File: src/rtl/spi_hold_pkg.sv
package spi_hold_pkg;
   typedef enum logic [1:0] {
      HS_IDLE     = 2'd0,
      HS_WAIT_IN  = 2'd1,
      HS_HELD     = 2'd2,
      HS_WAIT_OUT = 2'd3
   } hold_state_t;

   localparam int PIN_W    = 4;
   localparam int IDX_HOLD = 0;
   localparam int IDX_CS   = 1;
   localparam int IDX_SCK  = 2;
   localparam int IDX_SI   = 3;
   // idle levels: hold high, cs high, sck low, si low
   localparam logic [PIN_W-1:0] PIN_IDLE = 4'b0011;
endpackage

File: src/rtl/spi_hold_sync.sv
module spi_hold_sync #(
   parameter int               W       = 4,
   parameter int               STAGES  = 2,
   parameter logic [W-1:0]     RST_VAL = '0
) (
   input  logic         clk,
   input  logic         rst_n,
   input  logic [W-1:0] d,
   output logic [W-1:0] q
);
   logic [STAGES-1:0][W-1:0] chain;

   always_ff @(posedge clk or negedge rst_n) begin
      if (!rst_n) chain <= {STAGES{RST_VAL}};
      else        chain <= {chain[STAGES-2:0], d};
   end

   assign q = chain[STAGES-1];
endmodule

File: src/rtl/spi_hold_edge.sv
module spi_hold_edge #(
   parameter int           W       = 4,
   parameter logic [W-1:0] RST_VAL = '0
) (
   input  logic         clk,
   input  logic         rst_n,
   input  logic [W-1:0] cur,
   output logic [W-1:0] prev,
   output logic [W-1:0] rise,
   output logic [W-1:0] fall
);
   always_ff @(posedge clk or negedge rst_n) begin
      if (!rst_n) prev <= RST_VAL;
      else        prev <= cur;
   end

   assign rise = cur & ~prev;
   assign fall = prev & ~cur;
endmodule

File: src/rtl/spi_hold_fsm.sv
module spi_hold_fsm
   import spi_hold_pkg::*;
(
   input  logic        clk,
   input  logic        rst_n,
   input  logic        deselect,
   input  logic        hold_fall,
   input  logic        hold_rise,
   input  logic        sck_lvl,
   input  logic        sck_fall,
   output hold_state_t state
);
   hold_state_t nxt;

   always_comb begin
      nxt = state;
      if (deselect) begin
         nxt = HS_IDLE;
      end else begin
         unique case (state)
            HS_IDLE:
               if (hold_fall) nxt = sck_lvl ? HS_WAIT_IN : HS_HELD;
            HS_WAIT_IN:
               if (hold_rise)     nxt = HS_IDLE;
               else if (sck_fall) nxt = HS_HELD;
            HS_HELD:
               if (hold_rise) nxt = sck_lvl ? HS_WAIT_OUT : HS_IDLE;
            HS_WAIT_OUT:
               if (hold_fall)     nxt = HS_HELD;
               else if (sck_fall) nxt = HS_IDLE;
            default: nxt = HS_IDLE;
         endcase
      end
   end

   always_ff @(posedge clk or negedge rst_n) begin
      if (!rst_n) state <= HS_IDLE;
      else        state <= nxt;
   end
endmodule

File: src/rtl/spi_hold_ctrl.sv
module spi_hold_ctrl
   import spi_hold_pkg::*;
#(
   parameter int SYNC_STAGES  = 2,
   parameter bit SI_HOLD_LAST = 1'b0
) (
   input  logic clk,
   input  logic rst_n,
   input  logic hold_n_pin,
   input  logic cs_n_pin,
   input  logic sck_pin,
   input  logic si_pin,
   input  logic so_req,
   output logic hold_active,
   output logic shift_en,
   output logic shift_rise,
   output logic shift_fall,
   output logic si_gated,
   output logic so_oe,
   output logic if_reset
);
   generate
      if (SYNC_STAGES < 2) begin : g_bad_stages
         $error("spi_hold_ctrl: SYNC_STAGES must be at least 2");
      end
   endgenerate

   logic [PIN_W-1:0] pins_raw, pins_q, pins_p, pins_rise, pins_fall;
   hold_state_t      state;

   assign pins_raw[IDX_HOLD] = hold_n_pin;
   assign pins_raw[IDX_CS]   = cs_n_pin;
   assign pins_raw[IDX_SCK]  = sck_pin;
   assign pins_raw[IDX_SI]   = si_pin;

   spi_hold_sync #(.W(PIN_W), .STAGES(SYNC_STAGES), .RST_VAL(PIN_IDLE)) u_sync (
      .clk(clk), .rst_n(rst_n), .d(pins_raw), .q(pins_q)
   );

   spi_hold_edge #(.W(PIN_W), .RST_VAL(PIN_IDLE)) u_edge (
      .clk(clk), .rst_n(rst_n), .cur(pins_q), .prev(pins_p),
      .rise(pins_rise), .fall(pins_fall)
   );

   logic hold_q, cs_q, sck_q, si_q;
   assign hold_q = pins_q[IDX_HOLD];
   assign cs_q   = pins_q[IDX_CS];
   assign sck_q  = pins_q[IDX_SCK];
   assign si_q   = pins_q[IDX_SI];

   spi_hold_fsm u_fsm (
      .clk(clk), .rst_n(rst_n),
      .deselect(cs_q),
      .hold_fall(pins_fall[IDX_HOLD]),
      .hold_rise(pins_rise[IDX_HOLD]),
      .sck_lvl(sck_q),
      .sck_fall(pins_fall[IDX_SCK]),
      .state(state)
   );

   assign hold_active = (state == HS_HELD) || (state == HS_WAIT_OUT);
   assign shift_en    = !hold_active && !cs_q;
   assign shift_rise  = shift_en && pins_rise[IDX_SCK];
   assign shift_fall  = shift_en && pins_fall[IDX_SCK];
   assign so_oe       = shift_en && so_req;
   assign if_reset    = hold_active && pins_rise[IDX_CS];

   generate
      if (SI_HOLD_LAST) begin : g_si_keep
         logic si_keep;
         always_ff @(posedge clk or negedge rst_n) begin
            if (!rst_n)        si_keep <= 1'b0;
            else if (shift_en) si_keep <= si_q;
         end
         assign si_gated = shift_en ? si_q : si_keep;
      end else begin : g_si_zero
         assign si_gated = shift_en && si_q;
      end
   endgenerate
endmodule

File: config.mk
export PLATFORM = sky130hd
export DESIGN_NAME = spi_hold_ctrl
export DESIGN_NICKNAME = d
export VERILOG_FILES = /design/src/rtl/spi_hold_pkg.sv /design/src/rtl/spi_hold_sync.sv /design/src/rtl/spi_hold_edge.sv /design/src/rtl/spi_hold_fsm.sv /design/src/rtl/spi_hold_ctrl.sv
export SDC_FILE = /design/constraint.sdc
export NUM_CORES = 1
export LEC_CHECK = 0
export BUFFER_PORTS_ARGS = -buffer_cell sky130_fd_sc_hd__buf_2
export CAP_MARGIN = 10
export CORE_UTILIZATION = 35
export DETAILED_ROUTE_END_ITERATION = 7
export PLACE_DENSITY = 0.54
export SYNTH_ARGS = -nofsm -noshare
export SYNTH_HDL_FRONTEND = slang
export SYNTH_SLANG_ARGS = --single-unit
export TNS_END_PERCENT = 20
File: constraint.sdc
create_clock -name clk -period 1.45 [get_ports clk]
set_input_delay 0.29 -clock clk [delete_from_list [all_inputs] [get_ports clk]]
set_output_delay 0.29 -clock clk [all_outputs]
set_load 0.01 [all_outputs]
### Word-level counts from Yosys, hierarchy flattened

Cells that the tools add are included.

| storage, ports and cells | value |
|---|---|
| flip-flop bits (word level) | 13 |
| latch bits | 0 |
| memory bits (writable) | 0 |
| bits in read-only memories | 0 |
| bits of input ports | 7 |
| output and inout bits | 7 |
| word-level logic and storage cells | 36 |
| memories | 0 |

| cells by class | value |
|---|---|
| add/subtract/negate cells | 0 |
| multiply operators | 0 |
| div/mod/pow operators | 0 |
| order comparisons | 0 |
| equality and inequality tests | 7 |
| shifts and indexed selects | 0 |
| multiplexer cells | 10 |
| bitwise operators | 4 |
| reduce and logical (&&, ||, !) cells | 11 |

Operators with widths:

| operator | count |
|---|---|
| 2-to-1 mux 2 bit | 9 |
| one-hot mux 2 bit (4 select lines) | 1 |
| AND 3 bit | 2 |
| logical AND 1 bit | 6 |
| inverter 3 bit | 2 |
| equality test 2 bit (second input constant) | 2 |
| inequality test 4 x 3 -> 1 bit (second input constant) | 1 |
| inequality test 4 bit (second input constant) | 1 |
| AND reduction 4 bit | 1 |
| inequality test 3 x 2 -> 1 bit (second input constant) | 1 |
| inequality test 3 bit (second input constant) | 1 |
| equality test 2 x 1 -> 1 bit (second input constant) | 1 |
| zero test 1 bit | 2 |
| zero test 2 bit | 1 |
| logical OR 1 bit | 1 |

### Logic depth before layout (Yosys ltp)

Gate-level depths: netlist (run 1).

| depth | value |
|---|---|
| word-level depth | 6 |
| mapped depth | 5 |
| mapped depth without buffers | 4 |

### Cells and area by module

A second synthesis (run 1) with hierarchy kept.

| unflattened totals | value |
|---|---|
| cells, all modules | 49 |
| area total of the unflattened synthesis | 601.8 um2 |

By module, submodules not included:

| module | instances | cells an instance | area each (um2) | seq. area each (um2) |
|---|---|---|---|---|
| spi_hold_sync | 1 | 12 | 235.2 | 205.2 |
| spi_hold_edge | 1 | 12 | 172.7 | 102.6 |
| spi_hold_fsm | 1 | 18 | 148.9 | 50.0 |
| spi_hold_ctrl | 1 | 7 | 45.0 | 0.0 |

### Worst setup path before layout (run 1)

Ideal clock, no wire load.

| timing | value |
|---|---|
| path kind | register -> output |
| start point | reg u_fsm.state[1] |
| end point | out shift_rise |
| arrival time | 0.956 ns |
| data required time | 1.160 ns |
| path slack | 0.204 ns |
| stages on the path, launching flop included | 4 |
| buffers on the path | 1 |
| path through | dfrtp_1 -> buf_4 -> nor2_1 -> and3_1 |

| on the way | value |
|---|---|
| cells in the longest elaborated chain, start to end | 5 |
| elaborated cells between the ends (all ways) | 6 |
| those cells by class | 2 x eq/ne; 4 x reduce/logical |

Ends and longest elaborated chain:

| what | line | text |
|---|---|---|
| start: declaration | spi_hold_fsm.sv:11 | `output hold_state_t state` |
| start signal: assignment | spi_hold_fsm.sv:38 | `else state <= nxt;` |
| equality test 2 bit | spi_hold_ctrl.sv:61 | `assign hold_active = (state == HS_HELD) \|\| (state == HS_WAIT_OUT);` |
| logical OR 1 bit * | spi_hold_ctrl.sv:61 |  |
| zero test 1 bit * | spi_hold_ctrl.sv:62 | `assign shift_en = !hold_active && !cs_q;` |
| logical AND 1 bit * | spi_hold_ctrl.sv:62 |  |
| named net shift_en | spi_hold_ctrl.sv:15 | `output logic shift_en,` |
| logical AND 1 bit * | spi_hold_ctrl.sv:63 | `assign shift_rise = shift_en && pins_rise[IDX_SCK];` |
| end: declaration | spi_hold_ctrl.sv:16 | `output logic shift_rise,` |

The timed path passes the listed nets; every way through them passes the cells marked *.

### Worst setup path in the final report (run 1)

| timing | value |
|---|---|
| start point | reg u_sync.chain (netlist bit u_sync.q[1]) |
| end point | out shift_rise |

| on the way | value |
|---|---|
| cells in the longest elaborated chain, start to end | 3 |

Ends and longest elaborated chain:

| what | line | text |
|---|---|---|
| start: declaration | spi_hold_sync.sv:11 | `logic [STAGES-1:0][W-1:0] chain;` |
| start signal: assignment | spi_hold_sync.sv:14 | `if (!rst_n) chain <= {STAGES{RST_VAL}};` |
| start signal: assignment | spi_hold_sync.sv:15 | `else chain <= {chain[STAGES-2:0], d};` |
| zero test 1 bit | spi_hold_ctrl.sv:62 |  |
| logical AND 1 bit | spi_hold_ctrl.sv:62 |  |
| logical AND 1 bit | spi_hold_ctrl.sv:63 |  |

No other way between the ends.

==> results.json, run 1 <==
{
  "cts_root_buf": "clkbuf_4",
  "layout_setup_ws_ps": -29.4,
  "ys_warn_count": 0,
  "grt-ovfl-total": 0,
  "power_frac_seq_pct": 57.6,
  "num_rows": 13,
  "max_slew_margin_pct": 81.3,
  "setup_viol": 3,
  "crit_fanout": 4,
  "fmax_mhz": 676,
  "cts.sinks": 13,
  "cts_made_buffers": 3,
  "cp.required_ps": 1160,
  "crit_start": "u_sync.q[1]",
  "power_uw": 719,
  "cts.path.max_buffers": 2,
  "insertion_delay_ps": 270,
  "die_x_um": 40.7,
  "drv_cap": 0,
  "p_sw_uw": 180,
  "synth_edf_count": 0,
  "worst_pin_slew_ps": 277,
  "drc_errors": 0,
  "r2r_start": "u_sync.q[0]",
  "period_needed_ps": 1480,
  "track_usage_pct": 14.2,
  "status": "complete, but fails checks",
  "path_class": "reg2out",
  "cp-end-kind": "output pin",
  "drive_above_1_share_pct": 54.8,
  "rsz0062_at_grt": "true",
  "period_share_pct": 102,
  "avgViaCountPerCell": 4.83,
  "firstDrtPassIters": 3,
  "min_path_type": "in2reg",
  "whs_ps": 107,
  "reg2reg_slack_ps": 140,
  "initial_core_util_pct": 38.8,
  "cp-endpoint": "shift_rise",
  "violations": "setup timing",
  "antennaDiodeCount": 0,
  "grt_max_degree": 14,
  "synth.most_common_cell": "dfrtp_1",
  "synth_area_leader_cell": "dfrtp_1",
  "fillCellCount": 118,
  "syn2layout_area_growth_pct": 29.8,
  "p_int_uw": 539,
  "switching_share_pct": 25.0,
  "ir_drop_uv": 647,
  "yosysSeqAreaShare_pct": 63.5,
  "finalHoldViolations": 0,
  "io_buffer_count": 13,
  "register_area_sq_um": 335,
  "die_y_um": 40.7,
  "clk_pin_slew_ps": 80,
  "core-area_sq_um": 1350,
  "synthFlopType": "dfrtp_1",
  "drt-initial-drc-count": 6,
  "gp_congestion": 0.664,
  "cts_max_level": 1,
  "multi_input_area_sq_um": 186,
  "yosys.area.top_type_share_pct": 33.4,
  "drt_wl_total_um": 934,
  "synthTopCellsByCount": "7 x dfrtp_1, 6 x dfstp_2, 3 x a21oi_1, 3 x nor2_1",
  "crit_arrival_ps": 1190,
  "synthTopCellsByArea": "dfrtp_1 33%, dfstp_2 30%, o2bb2a_4 3.8%",
  "hpwlAfterDp_um": 670,
  "p_comb_share_pct": 12.6,
  "die_area_sq_um": 1660,
  "fin_skew_ps": 8.08,
  "cts_tree": "built",
  "start_kind": "flop",
  "dpl.cell_count": 68,
  "ys_seq_elements": 13,
  "syn_avg_cell_area_sq_um": 12.5,
  "p_per_area_nw_per_um2": 1060,
  "fin_nets": 70,
  "grt_pass1_vias": 315,
  "synth.net_count": 49,
  "num_vias": 372,
  "p_clk_share_pct": 29.8,
  "io_pins": 14,
  "fin_util_pct": 50.4,
  "antenna_found_initial": 0,
  "async_flop_share_pct": 100,
  "mappedNetlistArea_sq_um": 524,
  "synth_cells": 42,
  "reg2reg_to": "u_fsm.state[1]",
  "wl_per_cell_um": 12.1,
  "ant_nets": 0,
  "fin_cells": 77,
  "report.final.slew_viol_count": 0,
  "p_leak_uw": 0.000314,
  "reg2reg_depth": 4,
  "grt_pass1_wl_um": 1440,
  "synthDistinctLibCells": 25
}
power groups by stage:
stage,logic [uW],clock network (uW),registers (uW)
global placement,74.5,0,417
global route,99.6,245,418
finish,90.6,215,414
CTS,85.9,226,413
floorplan,55.1,0,409
detailed placement,77.4,0,419
timing repair:
action                                  CTS  global route
gates resized for setup                   3             2
endpoints found under the setup margin    5             5
hold endpoints to repair                  7             0
buffers inserted                          2             2
pin swaps                                 4             0
hold buffers                              1             0
kinds of logic after synthesis:
| group | synth area share, % |
|---|---|
| and+or+nand+nor | 15.8 |
| DFF | 63.5 |
| AOI/OAI and AO/OA | 17.2 |
| buffers and inverters | 3.58 |
per-layer routing:
metal	share of wire, %	GRT usage (%)	wire, um	up-vias
met5	0	0	0	-
met4	0.75	10.0	7	0
met3	3.7	1.63	35	2
met2	52	22.2	486	9
met1	43	18.1	404	175
li1	-	-	-	186
layout make-up:
cell class | instances | share of cell area, %
flip-flops and latches | 13 | 49.3
multi-input cells | 25 | 27.4
repair buffers | 18 | 15.4
clock buffers | 3 | 3.31
well taps | 15 | 2.76
inverters | 2 | 1.10
clock inverters | 1 | 0.735
worst max-delay path, cell delays in order (launching register included):
cell and delay [ps]:
dfstp_2 590, nor2_4 50, and3_1 150, buf_2 130
through the flow:
stage | TNS, ps | cell area [sq um] | worst slack (ps)
after floorplan | 0 | 524 | 204
after global placement | 0 | 597 | 181
after detailed placement | 0 | 597 | 165
after CTS | -123 | 658 | -41.1
after global routing | -248 | 681 | -66.5
final | -55.3 | 681 | -29.4
placed cells by master, fill, tap and decap left out:
| master | instances |
|---|---|
| buf_2 | 13 |
| dfstp_2 | 6 |
| dfrtp_1 | 5 |
| buf_4 | 4 |
| a21oi_1 | 3 |
| clkbuf_4 | 3 |
| inv_1 | 2 |
| and2_1 | 2 |
| nor2_1 | 2 |
| dfrtp_2 | 2 |
| nor2_4 | 1 |
| nor4_2 | 1 |
| and3b_1 | 1 |
| and3_1 | 1 |
| or2_1 | 1 |
| nand2b_1 | 1 |
| a2111oi_2 | 1 |
| nand3b_1 | 1 |
| o21ai_1 | 1 |
| nor4b_1 | 1 |
| nand2_1 | 1 |
| o21ai_0 | 1 |
| nor3_1 | 1 |
| a211oi_1 | 1 |
| o2bb2a_4 | 1 |
| a31oi_1 | 1 |
| o21ai_2 | 1 |
| o21a_1 | 1 |
| clkinv_2 | 1 |
| dlygate4sd3_1 | 1 |
worst min path at each step:
stage | start | endpoint | slack [ps] | depth (start not counted)
after global routing | cs_n_pin | u_sync.chain[1] | 90 | 1
after floorplan | rst_n | u_edge.prev[2] | -6 | 0
after global placement | rst_n | u_sync.chain[3] | 170 | 1
after detailed placement | rst_n | u_sync.chain[3] | 180 | 1
final | cs_n_pin | u_sync.chain[1] | 110 | 1
after CTS | cs_n_pin | u_sync.chain[1] | 100 | 1
registers in the layout, summed over array words and instances, names as in the netlist:
signal and flops:
u_sync.chain 4, u_edge.prev 3, u_sync.q 4, u_fsm.state 2
Note: power is estimated with default switching activity, not from simulation.
==> inputs of run 2 (changes only) <==
Clock period 1.45 ns to 1.76 ns, I/O delays scaled along.
==> results.json, run 2 (synthesis gave the netlist of run 1 again) <==
{
  "status": "complete, no violations",
  "cts.sinks": 13,
  "register_area_sq_um": 333,
  "initial_core_util_pct": 38.8,
  "fin_util_pct": 47.0,
  "drv_cap": 0,
  "report.final.slew_viol_count": 0,
  "grt_pass1_wl_um": 1350,
  "wl_per_cell_um": 12.1,
  "post_cts.repair.setup_buffers": 0,
  "cts_root_buf": "clkbuf_4",
  "worst_pin_slew_ps": 266,
  "die_y_um": 40.7,
  "fillCellCount": 126,
  "cts_resized": 0,
  "cts.path.max_buffers": 2,
  "fmax_mhz": 608,
  "cp-end-kind": "output pin",
  "crit_fanout": 7,
  "core-area_sq_um": 1350,
  "path_class": "reg2out",
  "grt_pass1_vias": 294,
  "drc_errors": 0,
  "io_pins": 14,
  "num_rows": 13,
  "period_needed_ps": 1650,
  "syn2layout_area_growth_pct": 21.0,
  "insertion_delay_ps": 270,
  "ant_nets": 0,
  "hold_buffers": 1,
  "avgViaCountPerCell": 4.79,
  "cts_made_buffers": 3,
  "track_usage_pct": 13.4,
  "setup_viol": 0,
  "grt_max_degree": 14,
  "final_cell_mix": "13 x buf_2, 7 x dfrtp_1, 6 x dfstp_2",
  "start_kind": "flop",
  "period_share_pct": 93.5,
  "power_uw": 581,
  "io_buffer_count": 13,
  "hpwlAfterDp_um": 670,
  "min_path_type": "in2reg",
  "rsz0062_at_grt": "false",
  "firstDrtPassIters": 4,
  "finalHoldViolations": 0,
  "fin_nets": 66,
  "drive_above_1_share_pct": 44.8,
  "cts_max_level": 1,
  "p_leak_uw": 0.000295,
  "p_per_area_nw_per_um2": 916,
  "antenna_found_initial": 0,
  "crit_arrival_ps": 1290,
  "fin_setup_tns_ps": 0,
  "num_vias": 350,
  "die_area_sq_um": 1660,
  "drt-initial-drc-count": 4,
  "cts_tree": "built",
  "antennaDiodeCount": 0,
  "multi_input_area_sq_um": 173,
  "final_common_cell": "buf_2",
  "drt_wl_total_um": 881,
  "cp.required_ps": 1410,
  "grt-ovfl-total": 0,
  "fin_skew_ps": 8.15,
  "clk_pin_slew_ps": 80,
  "gp_congestion": 0.664,
  "max_slew_margin_pct": 82.0,
  "die_x_um": 40.7,
  "ir_drop_uv": 528
}
-- run 2: final timing paths --
| check | endpoint | depth (start not counted) | startpoint | slack (ps) |
|---|---|---|---|---|
| max | shift_rise | 3 | u_sync.q[1] | 110 |
| min | u_sync.chain[1] | 1 | cs_n_pin | 170 |
| max reg2reg | u_fsm.state[1] | 4 | u_sync.q[0] | 470 |
| min reg2reg | u_sync.q[1] | 0 | u_sync.chain[1] | 360 |
| max in group asynchronous | u_edge.prev[0] | 2 | rst_n | 1000 |
| min in group asynchronous | u_sync.q[2] | 2 | rst_n | 470 |
-- run 2: routing by layer --
layer | track usage [%] | vias up | part of all wire [%] | wire (um)
met5 | 0 | - | 0 | 0
li1 | - | 177 | - | -
met4 | 10.0 | 0 | 0.79 | 7
met2 | 20.6 | 9 | 51 | 453
met1 | 17.1 | 162 | 44 | 384
met3 | 1.63 | 2 | 4.0 | 35
-- run 2: final cells by class --
cell class,count,area share (%)
clock buffers,3,3.55
multi-input cells,25,27.2
inverters,2,1.18
repair buffers,14,11.8
flip-flops and latches,13,52.5
clock inverters,1,0.789
well taps,15,2.96
-- run 2: where the power goes --
part | internal [uW] | switching, uW | total [uW]
logic | 31.8 | 32.4 | 64.3
clock network | 84.1 | 92.9 | 177
registers | 321 | 19.0 | 340
total | 437 | 144 | 581
-- run 2: per-stage QoR --
step / cells / hold slack [ps] / instance area (sq um) / setup slack [ps]
5_1_grt: 73 / 149 / 634 / 54.1
3_3_place_gp: 68 / 236 / 597 / 455
4_1_cts: 73 / 157 / 634 / 112
3_5_place_dp: 68 / 246 / 597 / 425
6_report: 73 / 169 / 634 / 114
2_1_floorplan: 42 / 56.4 / 524 / 452
-- run 2: critical path, cell delays in order (launching register included) --
cell and delay (ps):
dfstp_2 600, nor2_1 90, and3_1 190, buf_2 130
==> inputs of run 3 (changes only) <==
Settings changed: CTS_BUF_LIST from default to sky130_fd_sc_hd__clkbuf_8.
==> results.json, run 3 (synthesis gave the netlist of run 1 again) <==
{
  "status": "complete, no violations",
  "gp_congestion": 0.664,
  "initial_core_util_pct": 38.8,
  "final_cell_mix": "13 x buf_2, 7 x dfrtp_1, 6 x dfstp_2",
  "min_path_type": "in2reg",
  "grt-ovfl-total": 0,
  "num_rows": 13,
  "finalHoldViolations": 0,
  "grt_max_degree": 14,
  "die_y_um": 40.7,
  "p_leak_uw": 0.000303,
  "report.final.slew_viol_count": 0,
  "drt-initial-drc-count": 0,
  "final_common_cell": "buf_2",
  "die_area_sq_um": 1660,
  "cts_root_buf": "clkbuf_8",
  "core-area_sq_um": 1350,
  "p_per_area_nw_per_um2": 1010,
  "cts.sinks": 13,
  "cts_made_buffers": 3,
  "period_needed_ps": 1600,
  "wl_per_cell_um": 11.9,
  "cts.path.max_buffers": 2,
  "max_slew_margin_pct": 82.1,
  "track_usage_pct": 13.2,
  "antenna_found_initial": 0,
  "io_buffer_count": 13,
  "grt_pass1_vias": 293,
  "path_class": "reg2out",
  "avgViaCountPerCell": 4.85,
  "dpl.cell_count": 68,
  "register_area_sq_um": 333,
  "fin_setup_tns_ps": 0,
  "cp.required_ps": 1410,
  "syn2layout_area_growth_pct": 24.6,
  "hpwlAfterDp_um": 670,
  "drt_wl_total_um": 870,
  "ir_drop_uv": 611,
  "crit_fanout": 7,
  "power_uw": 657,
  "post_cts.repair.setup_buffers": 0,
  "multi_input_area_sq_um": 173,
  "design_area_sq_um": 653,
  "cp-end-kind": "output pin",
  "ant_nets": 0,
  "fin_cells": 73,
  "setup_viol": 0,
  "rsz0062_at_grt": "false",
  "drv_cap": 0,
  "grt_pass1_wl_um": 1330,
  "fin_util_pct": 48.4,
  "crit_arrival_ps": 1250,
  "antennaDiodeCount": 0,
  "firstDrtPassIters": 1,
  "fillCellCount": 122,
  "die_x_um": 40.7,
  "cts_resized": 0,
  "period_share_pct": 91.0,
  "post_dp_cell_area_sq_um": 597,
  "fin_nets": 66,
  "drive_above_1_share_pct": 44.8,
  "worst_pin_slew_ps": 264,
  "fmax_mhz": 625,
  "fin_skew_ps": 5.91,
  "cts_max_level": 1,
  "clk_pin_slew_ps": 60,
  "num_vias": 354,
  "drc_errors": 0,
  "io_pins": 14,
  "start_kind": "flop",
  "hold_buffers": 1,
  "cts_tree": "built",
  "insertion_delay_ps": 240
}
## run 3: cell count changes in the layout (fill, tap and decap cells not counted)
cell / change
clkbuf_8: +3
clkbuf_4: -3
## run 3: worst paths after layout
check                           startpoint  cells after the start              end  slack (ps)
max                            u_sync.q[1]                      3       shift_rise         160
min                               cs_n_pin                      1  u_sync.chain[1]         210
max reg2reg                    u_sync.q[0]                      4   u_fsm.state[1]         480
min reg2reg                u_sync.chain[1]                      0      u_sync.q[1]         350
max in group asynchronous            rst_n                      2   u_edge.prev[0]         960
min in group asynchronous            rst_n                      2      u_sync.q[2]         520
## run 3: power by group
part	internal, uW	switching [uW]	leakage, uW
Clock	156	97.1	0.0000255
Combinational	31.8	32.4	0.000129
Sequential	321	19.1	0.000148
## run 3: critical path, cell delays in order (launching register included)
cell	delay, ps
dfstp_2	590
nor2_1	90
and3_1	190
buf_2	130
## run 3: layout make-up
cell class,instances,area share [%]
sequential,13,51.0
clock buffer,3,6.32
timing repair buffer,14,11.5
tap,15,2.87
inverter,2,1.15
clock inverter,1,0.766
multi-input combinational,25,26.4
## run 3: layer usage
| layer | wire length [um] | GRT usage (%) | vias to the layer above |
|---|---|---|---|
| met4 | 7 | 7.50 | 0 |
| met5 | 0 | 0 | - |
| met1 | 382 | 16.0 | 165 |
| met2 | 448 | 21.4 | 9 |
| met3 | 33 | 3.26 | 2 |
| li1 | - | - | 178 |
## run 3: through the flow
step | setup slack (ps) | hold WS [ps]
final | 159 | 210
after global routing | 110 | 200
after CTS | 165 | 207
after detailed placement | 425 | 246
after global placement | 455 | 236
after floorplan | 452 | 56.4
